<file path="src/rtl/mbflag_pkg.sv">
package mbflag_pkg;
    localparam int REG_W  = 32;
    localparam int ADDR_W = 2;
    localparam int N_BANK = 2;

    typedef logic [REG_W-1:0] word_t;

    // Register select codes seen on the write port
    typedef enum logic [ADDR_W-1:0] {
        SEL_FLAG_LO = 2'd0,
        SEL_FLAG_HI = 2'd1,
        SEL_MASK_LO = 2'd2,
        SEL_MASK_HI = 2'd3
    } reg_sel_e;
endpackage

</file>
<file path="src/rtl/mbflag_bank.sv">
// One 32-buffer bank: completion flags with write-1-to-clear plus enable bits.
module mbflag_bank
    import mbflag_pkg::*;
#(
    parameter int              W        = REG_W,
    parameter logic [ADDR_W-1:0] FLAG_SEL = 2'd0,
    parameter logic [ADDR_W-1:0] MASK_SEL = 2'd2
) (
    input  logic              clk,
    input  logic              rst_n,
    input  logic [W-1:0]      set_i,
    input  logic              wr_en_i,
    input  logic [ADDR_W-1:0] wr_sel_i,
    input  logic [W-1:0]      wr_data_i,
    output logic [W-1:0]      flag_o,
    output logic [W-1:0]      mask_o
);
    typedef struct packed {
        logic [W-1:0] flag;
        logic [W-1:0] mask;
    } bank_t;

    bank_t st_d, st_q;
    logic [W-1:0] clr_vec;

    always_comb begin
        st_d    = st_q;
        clr_vec = '0;
        if (wr_en_i && (wr_sel_i == FLAG_SEL)) begin
            clr_vec = wr_data_i;
        end
        // Clear first, then set: a simultaneous completion is kept
        st_d.flag = (st_q.flag & ~clr_vec) | set_i;
        if (wr_en_i && (wr_sel_i == MASK_SEL)) begin
            st_d.mask = wr_data_i;
        end
    end

    always_ff @(posedge clk or negedge rst_n) begin
        if (!rst_n) begin
            st_q <= '0;
        end else begin
            st_q <= st_d;
        end
    end

    assign flag_o = st_q.flag;
    assign mask_o = st_q.mask;
endmodule

</file>
<file path="src/rtl/mbflag_irq.sv">
// Gates flags with enables and forms dedicated and grouped interrupt lines.
module mbflag_irq #(
    parameter int N_BUF     = 64,
    parameter int N_DED     = 16,
    parameter int GRP_SPLIT = 32
) (
    input  logic             clk,
    input  logic             rst_n,
    input  logic [N_BUF-1:0] flag_i,
    input  logic [N_BUF-1:0] mask_i,
    output logic [N_DED-1:0] ded_o,
    output logic             grp_mid_o,
    output logic             grp_hi_o
);
    typedef struct packed {
        logic [N_DED-1:0] ded;
        logic             mid;
        logic             hi;
    } irq_t;

    irq_t irq_d, irq_q;
    logic [N_BUF-1:0] src;

    always_comb begin
        src       = flag_i & mask_i;
        irq_d.ded = src[N_DED-1:0];
        irq_d.mid = |src[GRP_SPLIT-1:N_DED];
        irq_d.hi  = |src[N_BUF-1:GRP_SPLIT];
    end

    always_ff @(posedge clk or negedge rst_n) begin
        if (!rst_n) begin
            irq_q <= '0;
        end else begin
            irq_q <= irq_d;
        end
    end

    assign ded_o     = irq_q.ded;
    assign grp_mid_o = irq_q.mid;
    assign grp_hi_o  = irq_q.hi;
endmodule

</file>
<file path="src/rtl/mbflag_unit.sv">
module mbflag_unit
    import mbflag_pkg::*;
#(
    parameter int N_DED = 16
) (
    input  logic                    clk,
    input  logic                    rst_n,
    input  logic [2*REG_W-1:0]      done_i,
    input  logic                    wr_en_i,
    input  logic [ADDR_W-1:0]       wr_sel_i,
    input  logic [REG_W-1:0]        wr_data_i,
    output logic [REG_W-1:0]        flag_lo_o,
    output logic [REG_W-1:0]        flag_hi_o,
    output logic [REG_W-1:0]        mask_lo_o,
    output logic [REG_W-1:0]        mask_hi_o,
    output logic [N_DED-1:0]        irq_buf_o,
    output logic                    irq_grp_mid_o,
    output logic                    irq_grp_hi_o
);
    localparam int NUM_BUF = N_BANK * REG_W;

    logic [NUM_BUF-1:0] flag_all;
    logic [NUM_BUF-1:0] mask_all;

    for (genvar b = 0; b < N_BANK; b++) begin : g_bank
        mbflag_bank #(
            .W        (REG_W),
            .FLAG_SEL (ADDR_W'(b)),
            .MASK_SEL (ADDR_W'(N_BANK + b))
        ) bank_i (
            .clk       (clk),
            .rst_n     (rst_n),
            .set_i     (done_i[b*REG_W +: REG_W]),
            .wr_en_i   (wr_en_i),
            .wr_sel_i  (wr_sel_i),
            .wr_data_i (wr_data_i),
            .flag_o    (flag_all[b*REG_W +: REG_W]),
            .mask_o    (mask_all[b*REG_W +: REG_W])
        );
    end

    mbflag_irq #(
        .N_BUF     (NUM_BUF),
        .N_DED     (N_DED),
        .GRP_SPLIT (REG_W)
    ) irq_i (
        .clk       (clk),
        .rst_n     (rst_n),
        .flag_i    (flag_all),
        .mask_i    (mask_all),
        .ded_o     (irq_buf_o),
        .grp_mid_o (irq_grp_mid_o),
        .grp_hi_o  (irq_grp_hi_o)
    );

    assign flag_lo_o = flag_all[REG_W-1:0];
    assign flag_hi_o = flag_all[NUM_BUF-1:REG_W];
    assign mask_lo_o = mask_all[REG_W-1:0];
    assign mask_hi_o = mask_all[NUM_BUF-1:REG_W];
endmodule

</file>
<file path="config.mk">
export PLATFORM = sky130hd
export DESIGN_NAME = mbflag_unit
export DESIGN_NICKNAME = d
export VERILOG_FILES = /design/src/rtl/mbflag_pkg.sv /design/src/rtl/mbflag_bank.sv /design/src/rtl/mbflag_irq.sv /design/src/rtl/mbflag_unit.sv
export SDC_FILE = /design/constraint.sdc
export NUM_CORES = 1
export LEC_CHECK = 0
export BUFFER_PORTS_ARGS = -buffer_cell sky130_fd_sc_hd__buf_2
export CAP_MARGIN = 5
export CORE_UTILIZATION = 51
export DETAILED_ROUTE_END_ITERATION = 10
export PLACE_DENSITY = 0.95
export SLEW_MARGIN = 15
export SYNTH_ARGS = -nofsm -noshare
export SYNTH_HDL_FRONTEND = slang
export SYNTH_HIERARCHICAL = 1
export SYNTH_SLANG_ARGS = --single-unit
</file>
<file path="constraint.sdc">
create_clock -name clk -period 4 [get_ports clk]
set_clock_uncertainty 0.15 [all_clocks]
set_input_delay 0.8 -clock clk [delete_from_list [all_inputs] [get_ports clk]]
set_output_delay 0.8 -clock clk [all_outputs]
set_load 0.02 [all_outputs]
</file>
==> qor.txt, run 1 <==
==========================================================================================
Floorplan die height                                                                108 µm
Post-synthesis sequential element count                                                146
Final setup viols                                                                        0
Post-Syn Instances                                                                     465
Startpoint-to-endpoint class of the critical path                             input port to register
Worst path required time                                                           4.22 ns
Setup repair after global routing missed its margin                                  false
Count of unique library cells instantiated by Yosys                                     19
GRT overflow                                                                             0
Net switching power                                                                1190 µW
Min setup slack post-route                                                         1.88 ns
Num CTS Buffers                                                                         17
Total number of clock tree sinks                                                       146
Share of synthesized area occupied by flip-flops and latches                         63.6%
Sequential share of power                                                            42.1%
Fin Hold WS                                                                       0.164 ns
Final HPWL from detailed placement                                                 11.2 mm
Die outline width                                                                   108 µm
Overall die area                                                                 11700 µm²
Drt drc                                                                                  0
Launching instance or port of the critical path                                wr_sel_i[1]
Post-route clock period utilization                                                  52.9%
Maxcap violations                                                                        0
Antenna Nets Post-Route                                                                  0
Async SR Flop Fraction                                                                100%
Most common library cell in the layout ignoring fill and taps                        buf_2
Vias in the first global route                                                        4696
Total length of routed met3 wires                                                   776 µm
Number of diodes                                                                         0
Buffers from clock root to sink, at most                                                 2
Worst Hold Class                                                              input port to asynchronous set/reset pin
Pre-CTS worst setup slack                                                          1.44 ns
Switching power as a share of total power                                            28.1%
Post-Route M1 WL                                                                   6.22 mm
Via Count                                                                             4651
Worst-case vdd ir drop                                                          0.000310 V
Final estimated routing congestion in global placement                               0.804
H-Tree Level Count                                                                       4
CTS root buf                                                                      clkbuf_8
Setup bufs post-CTS                                                                      0
Number of core rows                                                                     38
Utilization after layout                                                             71.0%
R2R Path Start                                                                g_bank[1].bank_i/flag_o[3]
Wire length reported by the detailed router                                        15.0 mm
Worst-path maximum fanout                                                               32
Count of cells resized by post-cts repair                                                0
Number of enable flip-flop cells after synthesis                                         0
Length of the first detailed-routing pass in iterations                                  4
Critical path launch point type                                                 input port
Number of hold-repair buffers added at the cts stage                                     0
Power share of the clock group                                                       39.6%
Primary flip-flop cell chosen by synthesis mapping                                 dfrtp_1
Routed met2 length                                                                 7.81 mm
Maximum number of pins on one net before global-route repair                            81
Max_slew headroom                                                                    35.7%
Initial core utilization                                                             52.7%
Synth warn                                                                               6
Core ar.                                                                         10900 µm²
Category of the worst setup path capture point                                    register
Maximum clock frequency                                                            472 MHz
Proportion of layout cells with a drive suffix above 1                               43.1%
Arrival time worst endpoint                                                        2.33 ns
Clock period minus worst slack                                                     2.12 ns
Layout area overhead                                                                 34.6%
IO buf count                                                                           246
Lkg Pwr                                                                         0.00366 µW
Clock edge transition at the registers on the reported setup and hold paths        0.06 ns
Post-Syn Area                                                                     5740 µm²
Ports                                                                                  247
First-pass GRT wire length                                                         23.6 mm
Insertion delay of the later-clocked pin in the worst-skew pair                    0.50 ns
Total negative slack                                                                  0 ns
Wire per inst                                                                      17.2 µm
Final Hold Vio Count                                                                     0
Initial antenna violation count                                                          0
Outcome                                                                       finished clean
Internal power summed over all cells                                               3050 µW
Post-layout nets                                                                       821
Syn Area/Cell                                                                     12.4 µm²
TritonCTS clock tree                                                                   yes
Syn Nets                                                                               566
Transition time at the pin with the least slew margin                             0.963 ns
Total routing usage reported by global routing                                       27.0%
Number of max-slew violations in the final report                                        0
Share of power burned in combinational logic                                         18.3%
Power Total                                                                        4240 µW
Most frequent cells in the layout                                             buf_2, dfrtp_1, inv_1, nor2_1, a31oi_1
Routed via count divided by cell count                                                5.34
First DRT Iteration DRCs                                                               281
Top layer in use                                                                      met4
P per Cell Area                                                                 548 nW/µm²
==========================================================================================
per-stage QoR:
step	instance area (µm²)	cells
finish	7730	871
global route	7730	871
CTS	7730	871
detailed placement	7090	841
global placement	7090	841
floorplan	5740	465
sequential cells by signal, indices dropped and copies added (netlist names):
register and count:
g_bank.bank_i/flag_o 64, irq_i/ded_o 16, irq_i/grp_hi_o 1, irq_i/grp_mid_o 1, g_bank.bank_i/mask_o 64
synth_stat cells, types with 4 or more instances:
cell / instances / share of area (%)
a22o_1: 4 / 0.61
nand4_1: 5 / 0.54
inv_1: 64 / 4.2
a221oi_1: 4 / 0.61
a31oi_1: 64 / 7.0
dfrtp_1: 146 / 64
a22oi_1: 15 / 2.0
and2_1: 16 / 1.7
mux2_2: 32 / 6.3
buf_6: 6 / 1.2
buf_2: 7 / 0.61
nor2_1: 64 / 4.2
mux2_1: 32 / 6.3
worst paths after layout:
check / slack (ns) / cells past startpoint / endpoint
setup / recovery: 1.88 / 3 / g_bank[1].bank_i/mask_o[4]
hold / removal: 0.16 / 1 / irq_i/ded_o[10]
setup reg to reg: 2.33 / 3 / irq_i/grp_hi_o
hold reg to reg: 0.35 / 1 / irq_i/ded_o[5]
max in group asynchronous: 2.74 / 2 / irq_i/ded_o[0]
min in group clk: 0.35 / 1 / irq_i/ded_o[5]
power by group through the flow:
stage | registers, µW | logic [µW] | clock network (µW)
3_3_place_gp | 1800 | 760 | 0
5_1_grt | 1810 | 833 | 1780
2_1_floorplan | 2010 | 205 | 0
6_report | 1780 | 775 | 1680
4_1_cts | 1780 | 782 | 1710
3_5_place_dp | 1810 | 779 | 0
layer usage:
metal,vias to the layer above,track usage (%)
li1,2129,-
met1,2332,33.5
met2,174,46.8
met3,16,5.79
met4,0,9.20
met5,-,0
critical path, stage by stage:
cell and delay, ns:
buf_2 0.16, nand3_2 0.74, mux2_1 0.62
cell families after synthesis:
| kind of cell | synth area share [%] |
|---|---|
| compound gates | 10.4 |
| buf+inv | 5.97 |
| flops | 63.6 |
| mux | 12.5 |
| simple gates | 7.49 |
area by class of cell:
| cell class | count | area [µm²] |
|---|---|---|
| Sequential cell | 146 | 3650 |
| Tap cell | 140 | 175 |
| Clock inverter | 12 | 205 |
| Fill cell | 767 | 3160 |
| Inverter | 64 | 240 |
| Clock buffer | 18 | 428 |
| Timing Repair Buffer | 249 | 1270 |
| Multi-Input combinational cell | 242 | 1750 |
Note: power is estimated with default switching activity, not from simulation.
==> inputs of run 2 (changes only) <==
CORE_UTILIZATION = 47   (was 51)
PLACE_DENSITY = 0.91   (was 0.95)
clock period = 2.15 ns   (was 4 ns; I/O delays follow)
==> qor.txt, run 2 (synthesis results as in run 1) <==
==========================================================================================
Outcome                                                                       finished clean   unchanged
Drt drc                                                                                  0   unchanged
Power Total                                                                        8290 µW   was 4240 µW
Sequential share of power                                                            40.0%   was 42.1%
Non-filler instance count after layout                                                 888   was 871
Setup bufs post-CTS                                                                      0   unchanged
Total routing usage reported by global routing                                       26.4%   was 27.0%
Worst-case vdd ir drop                                                          0.000563 V   was 0.000310 V
Worst-path maximum fanout                                                                3   was 32
TritonCTS clock tree                                                                   yes   unchanged
Buffers from clock root to sink, at most                                                 2   unchanged
IO buf count                                                                           246   unchanged
First-pass GRT wire length                                                         24.9 mm   was 23.6 mm
Number of core rows                                                                     40   was 38
Max_slew headroom                                                                    71.6%   was 35.7%
Maxcap violations                                                                        0   unchanged
Largest stage delay, worst path                                                    0.58 ns   was 0.74 ns
Arrival time worst endpoint                                                        1.85 ns   was 2.33 ns
CP bufs+invs                                                                             0   was 1
Post-route clock period utilization                                                  79.7%
Most frequent cells in the layout                                             buf_2, dfrtp_1, inv_1, nor2_1, a31oi_1   unchanged
CP cell instances                                                             a22oi_1 -> nand4_1 -> or4_1   was buf_2 -> nand3_2 -> mux2_1
Transition time at the pin with the least slew margin                             0.426 ns   was 0.963 ns
Die outline width                                                                   113 µm   was 108 µm
Insertion delay of the later-clocked pin in the worst-skew pair                    0.42 ns   was 0.50 ns
Worst path required time                                                           2.28 ns   was 4.22 ns
Fin Hold WS                                                                      0.0802 ns   was 0.164 ns
Floorplan die height                                                                113 µm   was 108 µm
Num CTS Buffers                                                                         17   unchanged
Initial antenna violation count                                                          0   unchanged
Cell family with the largest share of critical-path delay                     simple AND/OR/NAND/NOR gates   unchanged
Critical path launch point type                                                   register   was input port
Total number of clock tree sinks                                                       146   unchanged
Final HPWL from detailed placement                                                 11.8 mm   was 11.2 mm
Most common library cell in the layout ignoring fill and taps                        buf_2   unchanged
Switching power as a share of total power                                            26.8%   was 28.1%
Maximum clock frequency                                                            584 MHz
Lkg Pwr                                                                         0.00376 µW   was 0.00366 µW
Slowest stage cell on the critical path                                              or4_1   was nand3_2
Via Count                                                                             4631   was 4651
Final Hold Vio Count                                                                     0   unchanged
Wire length reported by the detailed router                                        15.8 mm   was 15.0 mm
Share of power burned in combinational logic                                         17.7%   was 18.3%
Layout area overhead                                                                 37.8%   was 34.6%
Setup repair after global routing missed its margin                                  false   unchanged
Worst reg2reg setup slack                                                          0.44 ns   was 2.33 ns
Ports                                                                                  247   unchanged
Power share of the clock group                                                       42.3%   was 39.6%
H-Tree Level Count                                                                       4   unchanged
Initial core utilization                                                             48.0%   was 52.7%
P per Cell Area                                                                1050 nW/µm²   was 548 nW/µm²
Number of max-slew violations in the final report                                        0   unchanged
Post-layout nets                                                                       829   was 821
Wire per inst                                                                      17.8 µm   was 17.2 µm
First DRT Iteration DRCs                                                               310   was 281
Proportion of layout cells with a drive suffix above 1                               43.6%   was 43.1%
Net switching power                                                                2220 µW   was 1190 µW
Antenna Nets Post-Route                                                                  0   unchanged
Maximum number of pins on one net before global-route repair                            50   was 81
Clock period minus worst slack                                                     1.71 ns
Instance count after placement with tap cells included                                 855   was 841
Total negative slack                                                                  0 ns   unchanged
Routed via count divided by cell count                                                5.22   was 5.34
CTS root buf                                                                     clkbuf_16   was clkbuf_8
Clock edge transition at the registers on the reported setup and hold paths        0.06 ns   about the same
Vias in the first global route                                                        4701   was 4696
Internal power summed over all cells                                               6070 µW   was 3050 µW
Final setup viols                                                                        0   unchanged
Startpoint-to-endpoint class of the critical path                             register to register   was input port to register
Core ar.                                                                         12000 µm²   was 10900 µm²
Number of diodes                                                                         0   unchanged
Worst Hold Class                                                              input port to register   was input port to asynchronous set/reset pin
Overall die area                                                                 12700 µm²   was 11700 µm²
Final estimated routing congestion in global placement                               0.819   was 0.804
Category of the worst setup path capture point                                    register   unchanged
GRT overflow                                                                             0   unchanged
Length of the first detailed-routing pass in iterations                                  6   was 4
==========================================================================================
run 2: cell type report:
class                      instances  area [µm²]
inverter                          64         240
fill                             897        4050
clock inverter                    10         225
clock buffer                      22         484
timing repair buffer             257        1370
multi-input combinational        242        1750
tap                              147         184
sequential                       146        3650
run 2: power groups by stage:
stage / clock network, µW / logic [µW] / registers, µW
2_1_floorplan: 0 / 381 / 3740
3_3_place_gp: 0 / 1450 / 3340
3_5_place_dp: 0 / 1480 / 3360
4_1_cts: 3540 / 1480 / 3320
5_1_grt: 3680 / 1570 / 3360
6_report: 3500 / 1470 / 3320
run 2: metrics by stage:
step                area, µm²  worst slack, ns  util, %
CTS                      7910            0.436     66.2
floorplan                5740            0.628        -
global placement         7190            0.419     60.1
global route             7910            0.365     66.2
finish                   7910            0.437     66.2
detailed placement       7190            0.375     60.1
run 2: final timing paths:
check | endpoint | cells past startpoint | from
max | irq_i/grp_hi_o | 3 | g_bank[1].bank_i/flag_o[0]
max in group asynchronous | g_bank[0].bank_i/mask_o[17] | 3 | rst_n
min | g_bank[1].bank_i/flag_o[10] | 2 | wr_data_i[10]
max reg2reg | irq_i/grp_hi_o | 3 | g_bank[1].bank_i/flag_o[0]
min reg2reg | irq_i/ded_o[15] | 1 | g_bank[0].bank_i/flag_o[15]
min in group asynchronous | g_bank[0].bank_i/mask_o[2] | 2 | rst_n
run 2: layer usage:
layer / up-vias / global-route usage, % / routed length, µm
met2: 189 / 43.5 / 7950
met4: 0 / 12.8 / 507
met1: 2268 / 32.5 / 6380
li1: 2142 / - / -
met5: - / 0 / 0
met3: 32 / 6.53 / 947
run 2: timing repair:
| item | 4_1_cts | 5_1_grt |
|---|---|---|
| hold buffers | 1 | 0 |
| hold endpoints to repair | 28 | 0 |
| gates resized for setup | 0 | 0 |
